## config.mk

```make
export PLATFORM = sky130hd
export DESIGN_NAME = loop_branch_unit
export DESIGN_NICKNAME = d
export VERILOG_FILES = /design/src/rtl/loop_br_pkg.sv /design/src/rtl/lbr_opcode_decode.sv /design/src/rtl/lbr_count_step.sv /design/src/rtl/lbr_target_gen.sv /design/src/rtl/loop_branch_unit.sv
export SDC_FILE = /design/constraint.sdc
export NUM_CORES = 1
export LEC_CHECK = 0
export ABC_AREA = 1
export BUFFER_PORTS_ARGS = -buffer_cell sky130_fd_sc_hd__buf_4
export CORE_ASPECT_RATIO = 0.5
export CORE_UTILIZATION = 40
export CTS_CLUSTER_SIZE = 30
export DETAILED_ROUTE_END_ITERATION = 7
export GPL_TIMING_DRIVEN = 1
export PLACE_DENSITY = 0.65
export SYNTH_ARGS = -nofsm -noshare
export SYNTH_HDL_FRONTEND = slang
export SYNTH_SLANG_ARGS = --single-unit
```

## constraint.sdc

```tcl
create_clock -name clk -period 6.62 [get_ports clk]
set_input_delay 0.993 -clock clk [delete_from_list [all_inputs] [get_ports clk]]
set_output_delay 0.993 -clock clk [all_outputs]
set_load 0.005 [all_outputs]
```

## src/rtl/loop_br_pkg.sv

```systemverilog
// Shared constants and types for the counted loop branch resolver.
// Assumes a byte-wide opcode and a two's-complement displacement.
package loop_br_pkg;

    localparam int CNT_W    = 32;
    localparam int IP_W     = 32;
    localparam int DISP_W   = 8;
    localparam int NARROW_W = 16;
    localparam int OPC_W    = 8;

    localparam logic [OPC_W-1:0] OPC_WHILE_NE = 8'hE0;
    localparam logic [OPC_W-1:0] OPC_WHILE_EQ = 8'hE1;
    localparam logic [OPC_W-1:0] OPC_COUNT    = 8'hE2;

    typedef enum logic [1:0] {
        VAR_COUNT = 2'd0,
        VAR_EQ    = 2'd1,
        VAR_NE    = 2'd2,
        VAR_BAD   = 2'd3
    } loop_var_e;

    typedef struct packed {
        logic [CNT_W-1:0] count;
        logic             taken;
        logic [IP_W-1:0]  next_ip;
        logic             illegal;
    } loop_res_t;

endpackage

```

## src/rtl/lbr_opcode_decode.sv

```systemverilog
// Maps an opcode byte onto a loop variant.
// Assumes only the three loop opcodes are legal; all else decodes to VAR_BAD.
module lbr_opcode_decode
    import loop_br_pkg::*;
#(
    parameter int W = OPC_W
) (
    input  logic [W-1:0] opcode,
    output loop_var_e    variant
);

    // Purpose: select the variant from the exact opcode value.
    always_comb begin
        unique case (opcode)
            W'(OPC_COUNT):    variant = VAR_COUNT;
            W'(OPC_WHILE_EQ): variant = VAR_EQ;
            W'(OPC_WHILE_NE): variant = VAR_NE;
            default:          variant = VAR_BAD;
        endcase
    end

endmodule

```

## src/rtl/lbr_count_step.sv

```systemverilog
// Decrements the counter at the active width and flags a zero result.
// Assumes NARROW_W < CNT_W; in narrow mode the upper bits pass through.
module lbr_count_step #(
    parameter int CNT_W    = 32,
    parameter int NARROW_W = 16
) (
    input  logic [CNT_W-1:0] count_in,
    input  logic             wide,
    output logic [CNT_W-1:0] count_out,
    output logic             stepped_zero
);

    localparam int HI_W = CNT_W - NARROW_W;

    logic [CNT_W-1:0]    wide_dec;
    logic [NARROW_W-1:0] narrow_dec;
    logic [HI_W-1:0]     hi_keep;

    // Purpose: form both candidate decrements in parallel.
    always_comb begin
        wide_dec   = count_in - CNT_W'(1);
        narrow_dec = count_in[NARROW_W-1:0] - NARROW_W'(1);
        hi_keep    = count_in[CNT_W-1:NARROW_W];
    end

    // Purpose: pick the active width and test the stepped value for zero.
    always_comb begin
        if (wide) begin
            count_out    = wide_dec;
            stepped_zero = (wide_dec == '0);
        end else begin
            count_out    = {hi_keep, narrow_dec};
            stepped_zero = (narrow_dec == '0);
        end
    end

endmodule

```

## src/rtl/lbr_target_gen.sv

```systemverilog
// Computes the fetch address: sequential, or next address plus displacement.
// Assumes a two's-complement displacement narrower than the address.
module lbr_target_gen #(
    parameter int IP_W     = 32,
    parameter int DISP_W   = 8,
    parameter int NARROW_W = 16
) (
    input  logic [IP_W-1:0]   seq_ip,
    input  logic [DISP_W-1:0] disp,
    input  logic              wide,
    input  logic              take,
    output logic [IP_W-1:0]   fetch_ip
);

    localparam int EXT_W = IP_W - DISP_W;
    localparam int PAD_W = IP_W - NARROW_W;

    logic [IP_W-1:0] disp_ext;
    logic [IP_W-1:0] sum;
    logic [IP_W-1:0] target;

    // Purpose: sign-extend the displacement and add it to the next address.
    always_comb begin
        disp_ext = {{EXT_W{disp[DISP_W-1]}}, disp};
        sum      = seq_ip + disp_ext;
    end

    // Purpose: cut the target to the narrow width when required, then choose.
    always_comb begin
        if (wide) target = sum;
        else      target = {{PAD_W{1'b0}}, sum[NARROW_W-1:0]};
        fetch_ip = take ? target : seq_ip;
    end

endmodule

```

## src/rtl/loop_branch_unit.sv

```systemverilog
// Counted loop branch resolver with a valid/ready request and result pair.
// Assumes request fields are stable while req_valid is high; result is
// registered, one per accepted request, and held until resp_ready.
module loop_branch_unit
    import loop_br_pkg::*;
(
    input  logic             clk,
    input  logic             rst_n,
    input  logic             req_valid,
    output logic             req_ready,
    input  logic [OPC_W-1:0] req_opcode,
    input  logic [DISP_W-1:0] req_disp,
    input  logic [CNT_W-1:0] req_count,
    input  logic             req_zf,
    input  logic             req_addr32,
    input  logic [IP_W-1:0]  req_next_ip,
    output logic             resp_valid,
    input  logic             resp_ready,
    output logic [CNT_W-1:0] resp_count,
    output logic             resp_taken,
    output logic [IP_W-1:0]  resp_next_ip,
    output logic             resp_illegal
);

    loop_var_e        variant;
    logic [CNT_W-1:0] stepped;
    logic             stepped_zero;
    logic             take;
    logic [IP_W-1:0]  fetch_ip;
    loop_res_t        comb_res;
    loop_res_t        res_q;
    logic             valid_q;
    logic             accept;

    lbr_opcode_decode #(.W(OPC_W)) u_dec (
        .opcode  (req_opcode),
        .variant (variant)
    );

    lbr_count_step #(.CNT_W(CNT_W), .NARROW_W(NARROW_W)) u_step (
        .count_in     (req_count),
        .wide         (req_addr32),
        .count_out    (stepped),
        .stepped_zero (stepped_zero)
    );

    lbr_target_gen #(.IP_W(IP_W), .DISP_W(DISP_W), .NARROW_W(NARROW_W)) u_tgt (
        .seq_ip   (req_next_ip),
        .disp     (req_disp),
        .wide     (req_addr32),
        .take     (take),
        .fetch_ip (fetch_ip)
    );

    // Purpose: branch condition from the stepped counter and the zero flag.
    always_comb begin
        unique case (variant)
            VAR_COUNT: take = !stepped_zero;
            VAR_EQ:    take = !stepped_zero && req_zf;
            VAR_NE:    take = !stepped_zero && !req_zf;
            default:   take = 1'b0;
        endcase
    end

    // Purpose: assemble the result, leaving the counter alone when illegal.
    always_comb begin
        comb_res.illegal = (variant == VAR_BAD);
        comb_res.taken   = take;
        comb_res.next_ip = fetch_ip;
        comb_res.count   = comb_res.illegal ? req_count : stepped;
    end

    // Purpose: handshake; a slot frees when empty or being drained.
    always_comb begin
        req_ready = !valid_q || resp_ready;
        accept    = req_valid && req_ready;
    end

    // Purpose: result register with its valid bit.
    always_ff @(posedge clk) begin
        if (!rst_n) begin
            valid_q <= 1'b0;
            res_q   <= '0;
        end else if (accept) begin
            valid_q <= 1'b1;
            res_q   <= comb_res;
        end else if (resp_ready) begin
            valid_q <= 1'b0;
        end
    end

    // Purpose: drive the result ports from the register.
    always_comb begin
        resp_valid   = valid_q;
        resp_count   = res_q.count;
        resp_taken   = res_q.taken;
        resp_next_ip = res_q.next_ip;
        resp_illegal = res_q.illegal;
    end

endmodule

```

==> impl_summary.md <==
Run status
The run finished with clean final reports.

Synthesis
The synthesized netlist occupies a cell area of 6090 um^2. The number of flip-flops and latches in the synthesized netlist is 67. After technology mapping, the gate count stands at 1018. The share of synthesized area in the top cell type comes to 22.0%.

Ranked by total cell area, the synthesized netlist is headed by sky130_fd_sc_hd__dfxtp_1 22%, sky130_fd_sc_hd__nand2_1 16%, sky130_fd_sc_hd__nor2_1 11%, sky130_fd_sc_hd__ha_1 7.2%, sky130_fd_sc_hd__a21oi_1 6.8%. Counting flops with a built-in enable in the synthesized netlist gives 0. The warning count from the yosys run is 0.

The distinct cell type count of the synthesized netlist is 40. After synthesis, flip-flops and latches occupy 22.0% of the total area. When the netlist entered floorplanning its net count stood at 1140.

The predominant post-synthesis flop cell is sky130_fd_sc_hd__dfxtp_1. After synthesis, the share of flip-flops with an asynchronous set or reset is 0%. The mean area per synthesized cell is 5.99 um^2. The cell type with the largest total area after synthesis is sky130_fd_sc_hd__dfxtp_1.

Hold path
Counting instances, the worst hold path has a depth of 2. The type of the tightest min-delay check is reg2reg. The startpoint of the most critical hold path is resp_count[30]. The worst hold path terminates at resp_count[30].

Clock tree
The buffer depth of the longest clock path is 2. Clock-pin slew was measured on the worst setup and hold paths at approximately 0.07 ns. TritonCTS created 9 clock buffers. The H-tree depth is 3. The clock drives 67 sinks. The number of setup buffers added after CTS is 0. The post-cts gate resize count is 0.

After clock tree synthesis, the flow added hold-fix buffers numbering 0. The tree is rooted in a sky130_fd_sc_hd__clkbuf_16. The insertion delay of the later-clocked pin in the worst-skew pair is 0.34 ns. TritonCTS built the clock tree.

Worst setup path
The worst setup path is launched from an input pin. The element type at the critical path end is a flop. The worst setup path is of the in2reg kind. The setup check on the worst reg-to-reg path leaves a slack of approximately 4.3 ns. The critical register-to-register path endpoint is resp_next_ip[6]. The worst path arrival time is approximately 3.8 ns.

The data required time of the worst path is 6.85 ns. The number of cells on the worst reg-to-reg path is 8. The worst register-to-register path begins at resp_valid.

Of all nets on the critical path, the largest fanout is 18.

Drt
The detailed-route vias per instance is 5.26. The average detailed-routed wire length per instance is 14.8 um. The number of nets still failing antenna checks after routing is 0. After detailed routing, the number of remaining DRC violations is 0. The first detailed-routing pass took 5 iterations.

Wires add up to 20100 um. The via count is 7141. The initial detailed-routing violation count is 502.

Timing
The normalized max-slew margin is between 20% and 30%. Final hold analysis gives a worst-case slack of 0.467 ns. The total negative setup slack is 0 ns. At the pin with the least slew margin, the transition time is roughly 1.1 ns. The number of hold violations in the final report is 0. The number of setup violations in the final report is 0.

The share of the cycle needed by the critical path after routing is 53.6%. Timing would allow up to 282 MHz. The final-report max-slew violation count is 0. The clock arrives with 0.00927 ns of skew. Setup repair after global routing left no endpoint under its margin. For the finished layout, the period the worst path requires is 3.55 ns.

Power
The switching share of power is 34.2%. The power density relative to cell area is 178 nW/um^2. The combinational share of power is 30.3%. For this design the total switching power over the nets is roughly 0.00047 W.

VDD sags by at most 0.126 mV. The clock network accounts for about 37% of the total power. The sequential share of power is 32.8%. The leakage power total is 3.68 nW. The internal portion of the total power is 0.000901 W.

Place
The final weighted congestion in routability-driven placement is about 0.96. The count of buffers inserted at the top-level ports is 153. The sum of net half-perimeters after detailed placement is 15800 um.

Die
The core outline area is approximately 15000 um^2. The number of I/O pins is 154. Once the floorplan was initialized, standard cells occupied 41.6% of the core. The die area is roughly 16000 um^2.

In this run the core area contains 31 standard-cell rows. The die is slightly below 90 um tall. The die is 177 um wide.

Global routing
The total overflow left after global routing is 0. The first global-routing pass estimated 32600 um of wire. Entering global routing, the biggest net connects 90 pins.

The via count of the first global-routing pass is around 6700. The global-route usage over all layers is 26.1%. The initial antenna violation count is 0.

Finish
Compared with the post-synthesis result, the final layout area differs by 26.0%. For this run, the post-layout net count is 1277. 0 antenna diodes ended up in the layout.

The number of fill cells in the layout is 1545. At the end of the flow the core is filled with cells to 52.4%. The fraction of final layout cells with drive strength greater than 1 is a little under a fifth.

Flow run
The max-capacitance violation count is 0.
[cells by family after synthesis]
family          share of synthesized area (%)
buf+inv                                  8.25
simple gates                             42.4
compound gates                           15.7
fa+ha+maj                                7.52
flops                                    22.0
xor+xnor                                 4.02
[registers in the layout, summed over array words and instances, names as in the netlist]
register      count
resp_count       32
resp_next_ip     32
resp_taken        1
resp_valid        1
resp_illegal      1
[placed cells by master, fill, tap and decap left out, types with 2 or more instances in the layout]
master / netlist / routed
sky130_fd_sc_hd__nand3_2: 2 / 2
sky130_fd_sc_hd__nand2_2: 9 / 9
sky130_fd_sc_hd__nor2_1: 175 / 175
sky130_fd_sc_hd__o21a_1: 3 / 3
sky130_fd_sc_hd__nor2_2: 11 / 11
sky130_fd_sc_hd__nor2_4: 5 / 5
sky130_fd_sc_hd__inv_2: 3 / 3
sky130_fd_sc_hd__o21ai_0: 64 / 64
sky130_fd_sc_hd__nand2_4: 3 / 3
sky130_fd_sc_hd__o221ai_1: 7 / 7
sky130_fd_sc_hd__inv_6: 0 / 3
sky130_fd_sc_hd__o21bai_1: 3 / 3
sky130_fd_sc_hd__inv_1: 90 / 90
sky130_fd_sc_hd__clkinv_4: 0 / 2
sky130_fd_sc_hd__nor3_2: 9 / 9
sky130_fd_sc_hd__nand3b_1: 5 / 5
sky130_fd_sc_hd__o21ai_1: 5 / 5
sky130_fd_sc_hd__nand3_1: 65 / 65
sky130_fd_sc_hd__nor3_1: 9 / 9
sky130_fd_sc_hd__a21oi_1: 83 / 83
sky130_fd_sc_hd__a221oi_1: 3 / 3
sky130_fd_sc_hd__a211oi_1: 5 / 5
sky130_fd_sc_hd__xor2_1: 21 / 21
sky130_fd_sc_hd__clkbuf_16: 0 / 9
sky130_fd_sc_hd__nand4_1: 31 / 31
sky130_fd_sc_hd__ha_1: 35 / 35
sky130_fd_sc_hd__buf_4: 4 / 157
sky130_fd_sc_hd__nand2_1: 258 / 258
sky130_fd_sc_hd__xnor2_1: 7 / 7
sky130_fd_sc_hd__dfxtp_1: 67 / 67
[synth_stat cells, types with 2 or more instances]
cell type and n:
sky130_fd_sc_hd__o21ai_1 5, sky130_fd_sc_hd__nand4_1 31, sky130_fd_sc_hd__nor3_1 9, sky130_fd_sc_hd__inv_1 90, sky130_fd_sc_hd__o221ai_1 7, sky130_fd_sc_hd__buf_1 5
sky130_fd_sc_hd__nand2_1 258, sky130_fd_sc_hd__nand2_4 3, sky130_fd_sc_hd__nand3b_1 5, sky130_fd_sc_hd__o21ai_0 64, sky130_fd_sc_hd__o21a_1 3, sky130_fd_sc_hd__inv_2 3
sky130_fd_sc_hd__o21bai_1 3, sky130_fd_sc_hd__buf_6 2, sky130_fd_sc_hd__a221oi_1 3, sky130_fd_sc_hd__a21oi_1 83, sky130_fd_sc_hd__nor3_2 9, sky130_fd_sc_hd__nor2_1 175
sky130_fd_sc_hd__nand3_1 65, sky130_fd_sc_hd__buf_4 4, sky130_fd_sc_hd__xnor2_1 7, sky130_fd_sc_hd__buf_2 3, sky130_fd_sc_hd__nor2_4 5, sky130_fd_sc_hd__a211oi_1 5
sky130_fd_sc_hd__ha_1 35, sky130_fd_sc_hd__nand3_2 2, sky130_fd_sc_hd__nor2_2 11, sky130_fd_sc_hd__nand2_2 9, sky130_fd_sc_hd__dfxtp_1 67, sky130_fd_sc_hd__clkbuf_1 17
sky130_fd_sc_hd__xor2_1 21
[through the flow]
| step | total power, W | instance area (um^2) | setup WS [ns] | instances |
|---|---|---|---|---|
| 2_1_floorplan | 0.000698 | 6090 | 3.52 | 1018 |
| 3_5_place_dp | 0.000869 | 7370 | 2.68 | 1342 |
| 3_3_place_gp | 0.000866 | 7370 | 2.84 | 1342 |
| 5_1_grt | 0.00145 | 7680 | 2.49 | 1358 |
| 6_report | 0.00137 | 7680 | 3.07 | 1358 |
| 4_1_cts | 0.00138 | 7680 | 3.05 | 1358 |
[per-layer routing]
layer	vias to the layer above	global-route usage, %	wire, um
met4	0	7.68	329
met1	3294	35.0	9600
li1	3633	-	-
met2	190	44.0	9100
met5	-	0	0
met3	24	3.61	1120
[worst max-delay path by stage]
stage                       start  depth (start not counted)                to  slack, ns
floorplan           req_opcode[6]                         15  resp_next_ip[23]       3.52
global placement    req_opcode[4]                         12    resp_count[28]       2.84
detailed placement  req_opcode[6]                         13    resp_count[21]       2.68
CTS                 req_opcode[6]                         13    resp_count[23]       3.05
global route        req_opcode[6]                         13    resp_count[22]       2.49
finish              req_opcode[4]                         12    resp_count[19]       3.07
[layout make-up]
type	count	area, um^2	share of cell area, %
Clock inverter	7	81.3	1.06
Timing Repair Buffer	157	1180	15.4
Sequential cell	67	1340	17.5
Tap cell	198	248	3.23
Inverter	94	353	4.60
Multi-Input combinational cell	826	4250	55.4
Clock buffer	9	225	2.93
[power groups by stage]
stage | logic, W | registers [W] | clock network, W
global route | 0.000465 | 0.000454 | 0.000532
detailed placement | 0.000411 | 0.000458 | 0
floorplan | 0.000240 | 0.000458 | 0
finish | 0.000415 | 0.000450 | 0.000505
CTS | 0.000413 | 0.000450 | 0.000516
global placement | 0.000408 | 0.000458 | 0
[critical path, stage by stage]
cell and delay, ns:
sky130_fd_sc_hd__buf_4 0.11, sky130_fd_sc_hd__nor3b_1 0.24, sky130_fd_sc_hd__nand2_1 0.08, sky130_fd_sc_hd__nor2_1 0.17, sky130_fd_sc_hd__nand2_1 0.11, sky130_fd_sc_hd__ha_1 0.20, sky130_fd_sc_hd__nand2_1 0.11, sky130_fd_sc_hd__inv_1 0.10
sky130_fd_sc_hd__nor2_1 0.82, sky130_fd_sc_hd__inv_1 0.51, sky130_fd_sc_hd__a21oi_1 0.26, sky130_fd_sc_hd__a21oi_1 0.08
(Power assumes the default switching activity.)
